[src/rtl/sload_pkg.sv]
package sload_pkg;

  // Voice bank fields, listed from MSB down; line_sel lands on the low bits.
  typedef struct packed {
    logic [3:0] test;
    logic [2:0] mic2;
    logic [2:0] mic1;
    logic       key;
    logic [2:0] line;
  } voice_cfg_t;

  // Echo bank fields, listed from MSB down; delay lands on the low bits.
  typedef struct packed {
    logic [2:0] fb;
    logic [2:0] echo;
    logic [2:0] delay;
  } echo_cfg_t;

endpackage

[src/rtl/sload_sync.sv]
module sload_sync #(
  parameter int LINES  = 3,
  parameter int STAGES = 2
) (
  input  logic             clk,
  input  logic             rst,
  input  logic [LINES-1:0] din,
  output logic [LINES-1:0] lvl
);

  for (genvar g = 0; g < LINES; g++) begin : g_line
    logic [STAGES-1:0] chain;
    always_ff @(posedge clk) begin
      if (rst) chain <= '0;
      else     chain <= {chain[STAGES-2:0], din[g]};
    end
    assign lvl[g] = chain[STAGES-1];
  end

endmodule

[src/rtl/sload_frame.sv]
module sload_frame #(
  parameter int              ADDR_W    = 8,
  parameter int              DATA_BITS = 16,
  parameter int              OUT_W     = 14,
  parameter logic [ADDR_W-1:0] ADDR_A  = 8'hC4,
  parameter logic [ADDR_W-1:0] ADDR_B  = 8'hC5
) (
  input  logic             clk,
  input  logic             rst,
  input  logic             ce_lvl,
  input  logic             sck_lvl,
  input  logic             sdi_lvl,
  output logic             load_a,
  output logic             load_b,
  output logic [OUT_W-1:0] word
);

  localparam int ACNT_W = $clog2(ADDR_W + 2);
  localparam int DCNT_W = $clog2(DATA_BITS + 2);
  localparam logic [ACNT_W-1:0] ACNT_FULL = ACNT_W'(ADDR_W);
  localparam logic [ACNT_W-1:0] ACNT_SAT  = ACNT_W'(ADDR_W + 1);
  localparam logic [DCNT_W-1:0] DCNT_FULL = DCNT_W'(DATA_BITS);
  localparam logic [DCNT_W-1:0] DCNT_SAT  = DCNT_W'(DATA_BITS + 1);

  logic                 ce_prev, sck_prev;
  logic                 ce_rise, ce_fall, sck_rise;
  logic [ADDR_W-1:0]    addr_sr;
  logic [ACNT_W-1:0]    addr_cnt;
  logic [DATA_BITS-1:0] data_sr;
  logic [DCNT_W-1:0]    data_cnt;
  logic                 hit_a, hit_b;
  logic                 len_ok;

  assign ce_rise  = ce_lvl & ~ce_prev;
  assign ce_fall  = ~ce_lvl & ce_prev;
  assign sck_rise = sck_lvl & ~sck_prev;
  assign len_ok   = (data_cnt == DCNT_FULL);
  assign word     = data_sr[OUT_W-1:0];

  always_ff @(posedge clk) begin
    if (rst) begin
      ce_prev  <= 1'b0;
      sck_prev <= 1'b0;
      addr_sr  <= '0;
      addr_cnt <= '0;
      data_sr  <= '0;
      data_cnt <= '0;
      hit_a    <= 1'b0;
      hit_b    <= 1'b0;
      load_a   <= 1'b0;
      load_b   <= 1'b0;
    end else begin
      ce_prev  <= ce_lvl;
      sck_prev <= sck_lvl;
      load_a   <= 1'b0;
      load_b   <= 1'b0;
      if (ce_fall) begin
        load_a   <= hit_a & len_ok;
        load_b   <= hit_b & len_ok;
        addr_cnt <= '0;
        data_cnt <= '0;
        hit_a    <= 1'b0;
        hit_b    <= 1'b0;
      end else if (ce_rise) begin
        hit_a    <= (addr_cnt == ACNT_FULL) && (addr_sr == ADDR_A);
        hit_b    <= (addr_cnt == ACNT_FULL) && (addr_sr == ADDR_B);
        data_cnt <= '0;
      end else if (sck_rise) begin
        if (ce_lvl) begin
          data_sr <= {sdi_lvl, data_sr[DATA_BITS-1:1]};
          if (data_cnt != DCNT_SAT) data_cnt <= data_cnt + 1'b1;
        end else begin
          addr_sr <= {sdi_lvl, addr_sr[ADDR_W-1:1]};
          if (addr_cnt != ACNT_SAT) addr_cnt <= addr_cnt + 1'b1;
        end
      end
    end
  end

  AST_LOAD_ONEHOT: assert property (@(posedge clk) disable iff (rst)
    $onehot0({load_a, load_b}));
  AST_LOAD_NEEDS_FALL: assert property (@(posedge clk) disable iff (rst)
    (load_a || load_b) |-> $past(ce_fall));
  AST_LOAD_CE_LOW: assert property (@(posedge clk) disable iff (rst)
    (load_a || load_b) |-> !ce_lvl);

endmodule

[src/rtl/sload_bank.sv]
module sload_bank #(
  parameter int W = 8
) (
  input  logic         clk,
  input  logic         rst,
  input  logic         load,
  input  logic [W-1:0] d,
  output logic [W-1:0] q
);

  always_ff @(posedge clk) begin
    if (rst)       q <= '0;
    else if (load) q <= d;
  end

  AST_BANK_HOLD: assert property (@(posedge clk) disable iff (rst)
    !load |=> $stable(q));

endmodule

[src/rtl/ce_serial_loader.sv]
module ce_serial_loader #(
  parameter int                ADDR_W      = 8,
  parameter int                DATA_BITS   = 16,
  parameter logic [ADDR_W-1:0] ADDR_VOICE  = 8'hC4,
  parameter logic [ADDR_W-1:0] ADDR_ECHO   = 8'hC5,
  parameter int                SYNC_STAGES = 2
) (
  input  logic       clk,
  input  logic       rst,
  input  logic       ser_ce,
  input  logic       ser_clk,
  input  logic       ser_dat,
  output logic [2:0] line_sel,
  output logic       key_en,
  output logic [2:0] mic1_vol,
  output logic [2:0] mic2_vol,
  output logic [3:0] test_bits,
  output logic [2:0] delay_sel,
  output logic [2:0] echo_vol,
  output logic [2:0] fb_vol
);

  import sload_pkg::*;

  localparam int VW = $bits(voice_cfg_t);
  localparam int EW = $bits(echo_cfg_t);

  logic [2:0]    lvl;
  logic          load_a, load_b;
  logic [VW-1:0] word;
  logic [VW-1:0] a_q;
  logic [EW-1:0] b_q;
  voice_cfg_t    vcfg;
  echo_cfg_t     ecfg;

  sload_sync #(.LINES(3), .STAGES(SYNC_STAGES)) u_sync (
    .clk (clk),
    .rst (rst),
    .din ({ser_dat, ser_clk, ser_ce}),
    .lvl (lvl)
  );

  sload_frame #(
    .ADDR_W    (ADDR_W),
    .DATA_BITS (DATA_BITS),
    .OUT_W     (VW),
    .ADDR_A    (ADDR_VOICE),
    .ADDR_B    (ADDR_ECHO)
  ) u_frame (
    .clk     (clk),
    .rst     (rst),
    .ce_lvl  (lvl[0]),
    .sck_lvl (lvl[1]),
    .sdi_lvl (lvl[2]),
    .load_a  (load_a),
    .load_b  (load_b),
    .word    (word)
  );

  sload_bank #(.W(VW)) u_voice (
    .clk (clk), .rst (rst), .load (load_a), .d (word), .q (a_q)
  );

  sload_bank #(.W(EW)) u_echo (
    .clk (clk), .rst (rst), .load (load_b), .d (word[EW-1:0]), .q (b_q)
  );

  assign vcfg      = voice_cfg_t'(a_q);
  assign ecfg      = echo_cfg_t'(b_q);
  assign line_sel  = vcfg.line;
  assign key_en    = vcfg.key;
  assign mic1_vol  = vcfg.mic1;
  assign mic2_vol  = vcfg.mic2;
  assign test_bits = vcfg.test;
  assign delay_sel = ecfg.delay;
  assign echo_vol  = ecfg.echo;
  assign fb_vol    = ecfg.fb;

  AST_OUT_NEEDS_LOAD: assert property (@(posedge clk) disable iff (rst)
    !$stable({a_q, b_q}) |-> $past(load_a || load_b));
  AST_VOICE_ONLY_ON_A: assert property (@(posedge clk) disable iff (rst)
    !$stable(a_q) |-> $past(load_a));

endmodule

[config.mk]
export PLATFORM = sky130hd
export DESIGN_NAME = ce_serial_loader
export DESIGN_NICKNAME = d
export VERILOG_FILES = /design/src/rtl/sload_pkg.sv /design/src/rtl/sload_sync.sv /design/src/rtl/sload_frame.sv /design/src/rtl/sload_bank.sv /design/src/rtl/ce_serial_loader.sv
export SDC_FILE = /design/constraint.sdc
export NUM_CORES = 1
export LEC_CHECK = 0
export BUFFER_PORTS_ARGS = -buffer_cell sky130_fd_sc_hd__buf_4
export CAP_MARGIN = 20
export CORE_MARGIN = 4
export CORE_UTILIZATION = 45
export DETAILED_ROUTE_END_ITERATION = 12
export PLACE_DENSITY = 0.69
export SLEW_MARGIN = 20
export SYNTH_ARGS = -nofsm -noshare
export SYNTH_HDL_FRONTEND = slang
export SYNTH_HIERARCHICAL = 1
export SYNTH_SLANG_ARGS = --single-unit
[constraint.sdc]
create_clock -name clk -period 1.9 [get_ports clk]
set_clock_uncertainty 0.05 [all_clocks]
set_input_delay 0.19 -clock clk [delete_from_list [all_inputs] [get_ports clk]]
set_output_delay 0.19 -clock clk [all_outputs]
set_load 0.05 [all_outputs]
# Word-level counts from Yosys, hierarchy flattened
# Index checks and enable logic that the tools add are counted.
# W data, S select, Z words.
[word_totals] input_bits=5 mem_bits_ro=0 register_bits=68 latchBits=0 mem_count=0 wordCells=42 output_inout_bits=23 ram_bits=0
[op_classes] eq_ne=6 shifts=0 add_sub_neg=2 mul=0 bitwise=10 magnitude_cmp=0 n_reduce_logical=9 n_mux=0 div_mod_pow=0
[ops] operator="$eq A8 B8 Y1 const B" n=2
[ops] operator="$reduce_and A4 Y1" n=3
[ops] operator="$add A5 B1 Y5 const B" n=1
[ops] operator="$and A1 B1 Y1" n=5
[ops] operator="$eq A5 B5 Y1 const B" n=1
[ops] operator="$ne A5 B5 Y1 const B" n=1
[ops] operator="$not A1 Y1" n=5
[ops] operator="$add A4 B1 Y4 const B" n=1
[ops] operator="$eq A4 B4 Y1 const B" n=1
[ops] operator="$ne A4 B4 Y1 const B" n=1
[ops] operator="$reduce_or A2 Y1" n=2
[ops] operator="$reduce_and A3 Y1" n=1
[ops] operator="$reduce_or A3 Y1" n=1
[ops] operator="$logic_and A1 B1 Y1" n=2

# Depth between registers and ports, before layout
[logic_depth] ltp_word=4 mapped_depth=8 ltp_nobuf=5

# Hierarchy
# The synthesis kept the hierarchy.
[modules_own_cells] mod="sload_frame" seq_area_each_um2=780.7 area_each_um2=1729.2 n_inst=1 cells_per_inst=198
[modules_own_cells] mod="sload_bank at u_voice" seq_area_each_um2=280.3 area_each_um2=508.0 n_inst=1 cells_per_inst=45
[modules_own_cells] mod="sload_bank at u_echo" seq_area_each_um2=180.2 area_each_um2=319.1 n_inst=1 cells_per_inst=29
[modules_own_cells] mod="sload_sync" seq_area_each_um2=120.1 area_each_um2=180.2 n_inst=1 cells_per_inst=15

# Worst setup path after synthesis
# Ideal clock, no wire load.
[synth_path] path_kind="register to register" start="reg u_sync.g_line[0].chain[1]" end="reg u_frame.addr_cnt[2]" setup_ns=0.070 period_less_slack_ns=1.932 stages_incl_launch_ff=7 setup_slack_ns=-0.032 required_time_ns=1.780 n_path_buf=2 t_arrival_ns=1.812 cell_sequence="dfxtp_1 -> buf_4 -> ha_1 -> or4b_1 -> buf_2 -> or4_1 -> a21oi_1"
[synth_via] elab_chain_len=3 word_cells_on_any_way=6 classes_between="4 x bitwise; 2 x reduce/logical"
[synth_lines] item="from (decl)" line_no="sload_sync.sv:12" source="logic [STAGES-1:0] chain;"
[synth_lines] item="from (signal assigned)" line_no="sload_sync.sv:15" source="else chain <= {chain[STAGES-2:0], din[g]};"
[synth_lines] item="$and A1 B1 Y1 / $not A1 Y1 (equally long branches)" line_no="sload_frame.sv:34, sload_frame.sv:35"
[synth_lines] item="$not A1 Y1 (no line) / $and A1 B1 Y1 (equally long branches)"
[synth_lines] item="$reduce_and A4 Y1 (no line) / $reduce_or A2 Y1 (equally long branches)"
[synth_lines] item="to (signal assigned)" line_no="sload_frame.sv:74" source="if (addr_cnt != ACNT_SAT) addr_cnt <= addr_cnt + 1'b1;"
[synth_lines] item="to (decl)" line_no="sload_frame.sv:28" source="logic [ACNT_W-1:0] addr_cnt;"
# Several ways; a longest one is shown, not always the timed one.
# A chain may end at the register's enable or synchronous reset.

# Worst setup path after layout
[layout_path] start="reg u_frame.ce_prev" end="reg u_frame.addr_cnt[2]"
[layout_via] elab_chain_len=4 word_cells_on_any_way=6 classes_between="4 x bitwise; 2 x reduce/logical"
[layout_lines] item="from (decl)" line_no="sload_frame.sv:25" source="logic ce_prev, sck_prev;"
[layout_lines] item="from (signal assigned)" line_no="sload_frame.sv:53" source="ce_prev <= ce_lvl;"
[layout_lines] item="$not A1 Y1" line_no="sload_frame.sv:34" source="assign ce_rise = ce_lvl & ~ce_prev;"
[layout_lines] item="$and A1 B1 Y1" line_no="sload_frame.sv:34"
[layout_lines] item="$not A1 Y1 (no line)"
[layout_lines] item="$reduce_and A4 Y1 (no line)"
# Several ways; a longest one is shown, not always the timed one.

==> results.yml <==
synthesis:
  netlist.area_leader.share: 0.497
  asyncSetResetFlopFracSynth: 0
  syn_nets: 301
  synth-edff-count: 0
  synth_area_um2: 2740
  netlist-cell-type-count: 31
  ys_seq_elements: 68
  synthDominantAreaCellType: "dfxtp_1"
  most_used_flip_flop_cell_after_synthesis: "dfxtp_1"
  synthTopCellsByCount: "dfxtp_1 (68), nand2_1 (37), nor2_1 (34)"
  synth.yosys.warnings: 6
  seq_area_frac_synth: 0.497
  post-synth-top-count-cell: "dfxtp_1"
  synth_cells: 287
  synth_area_leaders: "dfxtp_1 (50%), mux2i_1 (11%), nand2_1 (5.1%), buf_4 (4.7%), nor2_1 (4.7%)"
  postSynthAreaPerCell_um2: 9.53
clocking:
  cts_post_setup_buffers_inserted: 0
  cts-buffers-inserted: 9
  clk_transition_reported_paths_ps: 70
  postCtsResizedCells: 1
  tritoncts_clock_tree: "done"
  clock_insertion_delay_at_the_later_pin_of_the_skew_report_ps: 330
  cts.htree.levels: 3
  tritoncts_num_sinks: 68
  cts_hold_repair.buffers: 0
  cts_max_path_buffers: 2
  cts_root_buffer: "clkbuf_8"
final_layout:
  flow.area_growth_from_synthesis_pct: 13.5
  drive_gt1_frac: 0.179
  stdcell_area_um2: 3110
  diodes: 0
  finalNetCount: 317
route:
  wire_per_inst_um: 12.2
  route.detailed.drc: 0
  detailedRoute.firstIterationViolations: 90
  routed_wirelength_mm: 4.67
  drtPass1Iterations: 4
  drt-vias-per-instance: 4.94
  drt.antenna.violating_nets: 0
  vias: 1892
die:
  design.die.area_um2: 7390
  core.rowCount: 28
  core_region_area_um2: 5920
  die_w_um: 86.0
  height_of_the_chip_um: 86.0
  ios: 28
  start_util: 0.462
timing:
  grt_setup_unrepaired: "false"
  slew_headroom: 0.627
  finalMaxSlewViolations: 0
  worst_slack_ps: 77.4
  finalSetupTns_ps: 0
  hold_viol: 0
  maxClockFrequency_mhz: 549
  tightest_slew_ps: 559
  report.final.setup_viol: 0
  period_share: 0.959
  period_needed_ps: 1820
place:
  gp_congestion: 0.732
  hpwl_mm: 3.09
  postPlaceCellArea_um2: 2890
  post-place-ws_ps: 14.1
  place.port_buffers: 27
global_routing:
  grt_remaining_overflow: 0
  antenna_violations_before_repair: 0
  via_count_of_the_first_global_routing_pass: 1693
  global_route.usage.total: 0.134
  grt_max_degree: 58
  wire_length_of_the_first_global_routing_pass_mm: 7.77
power_and_ir_drop:
  peakVddDrop_v: 0.000499
  power.internal_mw: 2.14
  cellPowerDensity_nw_per_um2: 876
  clockPowerShare: 0.445
  power_frac_comb: 0.026
  switching_share: 0.213
  power.static_leakage_nw: 1.13
  total_switching_power_mw: 0.579
  fraction_of_power_consumed_by_sequential_logic: 0.529
min_path:
  hold_path_end: "u_sync/g_line[2].chain[0]"
  hold_path_class: "in -> reg"
  worst_hold_startpoint: "ser_dat"
  worst_hold_path.num_cells: 2
setup_path:
  ff2ff_path_depth: 5
  crit_path_max_fanout: 5
  critical_path_required_ps: 2110
  r2r-start: "u_frame/ce_prev"
  cp_data_arrival_time_ps: 2030
  regToRegSetupSlack_ps: 80
  path_class: "reg -> reg"
  reg2reg_to: "u_frame/addr_cnt[2]"
  setup.worst_path.end_class: "register"
  start_kind: "register"
run:
  cap_violations: 0
status:
  run_status: "completed"
[worst max-delay path: stages (launching register included)]
cell and delay, ps:
dfxtp_2 330, inv_1 50, ha_1 170, or4b_4 560, or4_1 480, a21oi_1 130
[routing by layer]
layer / vias up / share of wire / global-route usage / wire, um
met4: 0 / 0.016 / 0.0734 / 76
met5: - / 0 / 0 / 0
li1: 978 / - / - / -
met3: 6 / 0.044 / 0.0375 / 207
met1: 872 / 0.49 / 0.176 / 2260
met2: 36 / 0.45 / 0.196 / 2120
[cells in the final DEF (no fill, tap or decap), types with 3 or more instances in the layout]
master / n
o21ai_0: 6
nand2_1: 37
a21oi_1: 23
nor2b_1: 7
dfxtp_1: 67
clkbuf_8: 11
nor2_1: 34
nand4b_1: 3
ha_1: 9
inv_1: 7
buf_4: 35
nand3b_1: 3
or3_1: 7
mux2i_1: 31
[cell type report]
class / instances / area, um^2
Clock buffer: 11 / 151
Multi-Input combinational cell: 182 / 1150
Inverter: 7 / 26.3
Sequential cell: 68 / 1360
Timing Repair Buffer: 35 / 263
Fill cell: 556 / 2820
Tap cell: 75 / 93.8
Clock inverter: 5 / 60.1
[power groups by stage]
stage	logic (mW)	clock network [mW]	registers (mW)
6_report	0.0698	1.21	1.44
4_1_cts	0.0717	1.25	1.44
2_1_floorplan	0.0494	0	1.47
5_1_grt	0.0784	1.32	1.44
3_5_place_dp	0.0704	0	1.47
3_3_place_gp	0.0694	0	1.47
[state kept, by name, summed over array words and instances, names as in the netlist, 4 cells and up]
signal / flops
u_frame/data_sr: 16
u_voice/q: 14
u_echo/q: 9
u_frame/addr_sr: 8
u_sync/g_line.chain: 6
u_frame/data_cnt: 5
u_frame/addr_cnt: 4
[through the flow]
stage | std cells | total power [mW] | util | hold WS, ps
2_1_floorplan | 287 | 1.52 | - | 212
6_report | 383 | 2.72 | 0.525 | 16.9
3_3_place_gp | 367 | 1.54 | 0.488 | 364
4_1_cts | 383 | 2.77 | 0.524 | 0.0173
3_5_place_dp | 367 | 1.54 | 0.488 | 363
5_1_grt | 383 | 2.84 | 0.525 | 26.7
[worst max-delay path by stage]
stage	slack (ps)	startpoint	end
floorplan	-30	u_sync/g_line[0].chain[1]	u_frame/addr_cnt[2]
global placement	70	u_frame/ce_prev	u_frame/addr_cnt[2]
detailed placement	10	u_frame/ce_prev	u_frame/addr_cnt[2]
CTS	40	u_frame/ce_prev	u_frame/addr_cnt[2]
global route	10	u_frame/ce_prev	u_frame/addr_cnt[2]
finish	80	u_frame/ce_prev	u_frame/addr_cnt[2]
[cell families after synthesis]
kind of cell | Yosys count | share of synthesized area
fa+ha+maj | 9 | 0.0412
compound gates | 35 | 0.0704
mux | 31 | 0.113
buf+inv | 37 | 0.0864
flops | 68 | 0.497
simple gates | 107 | 0.191
Note: power is estimated with default switching activity, not from simulation.
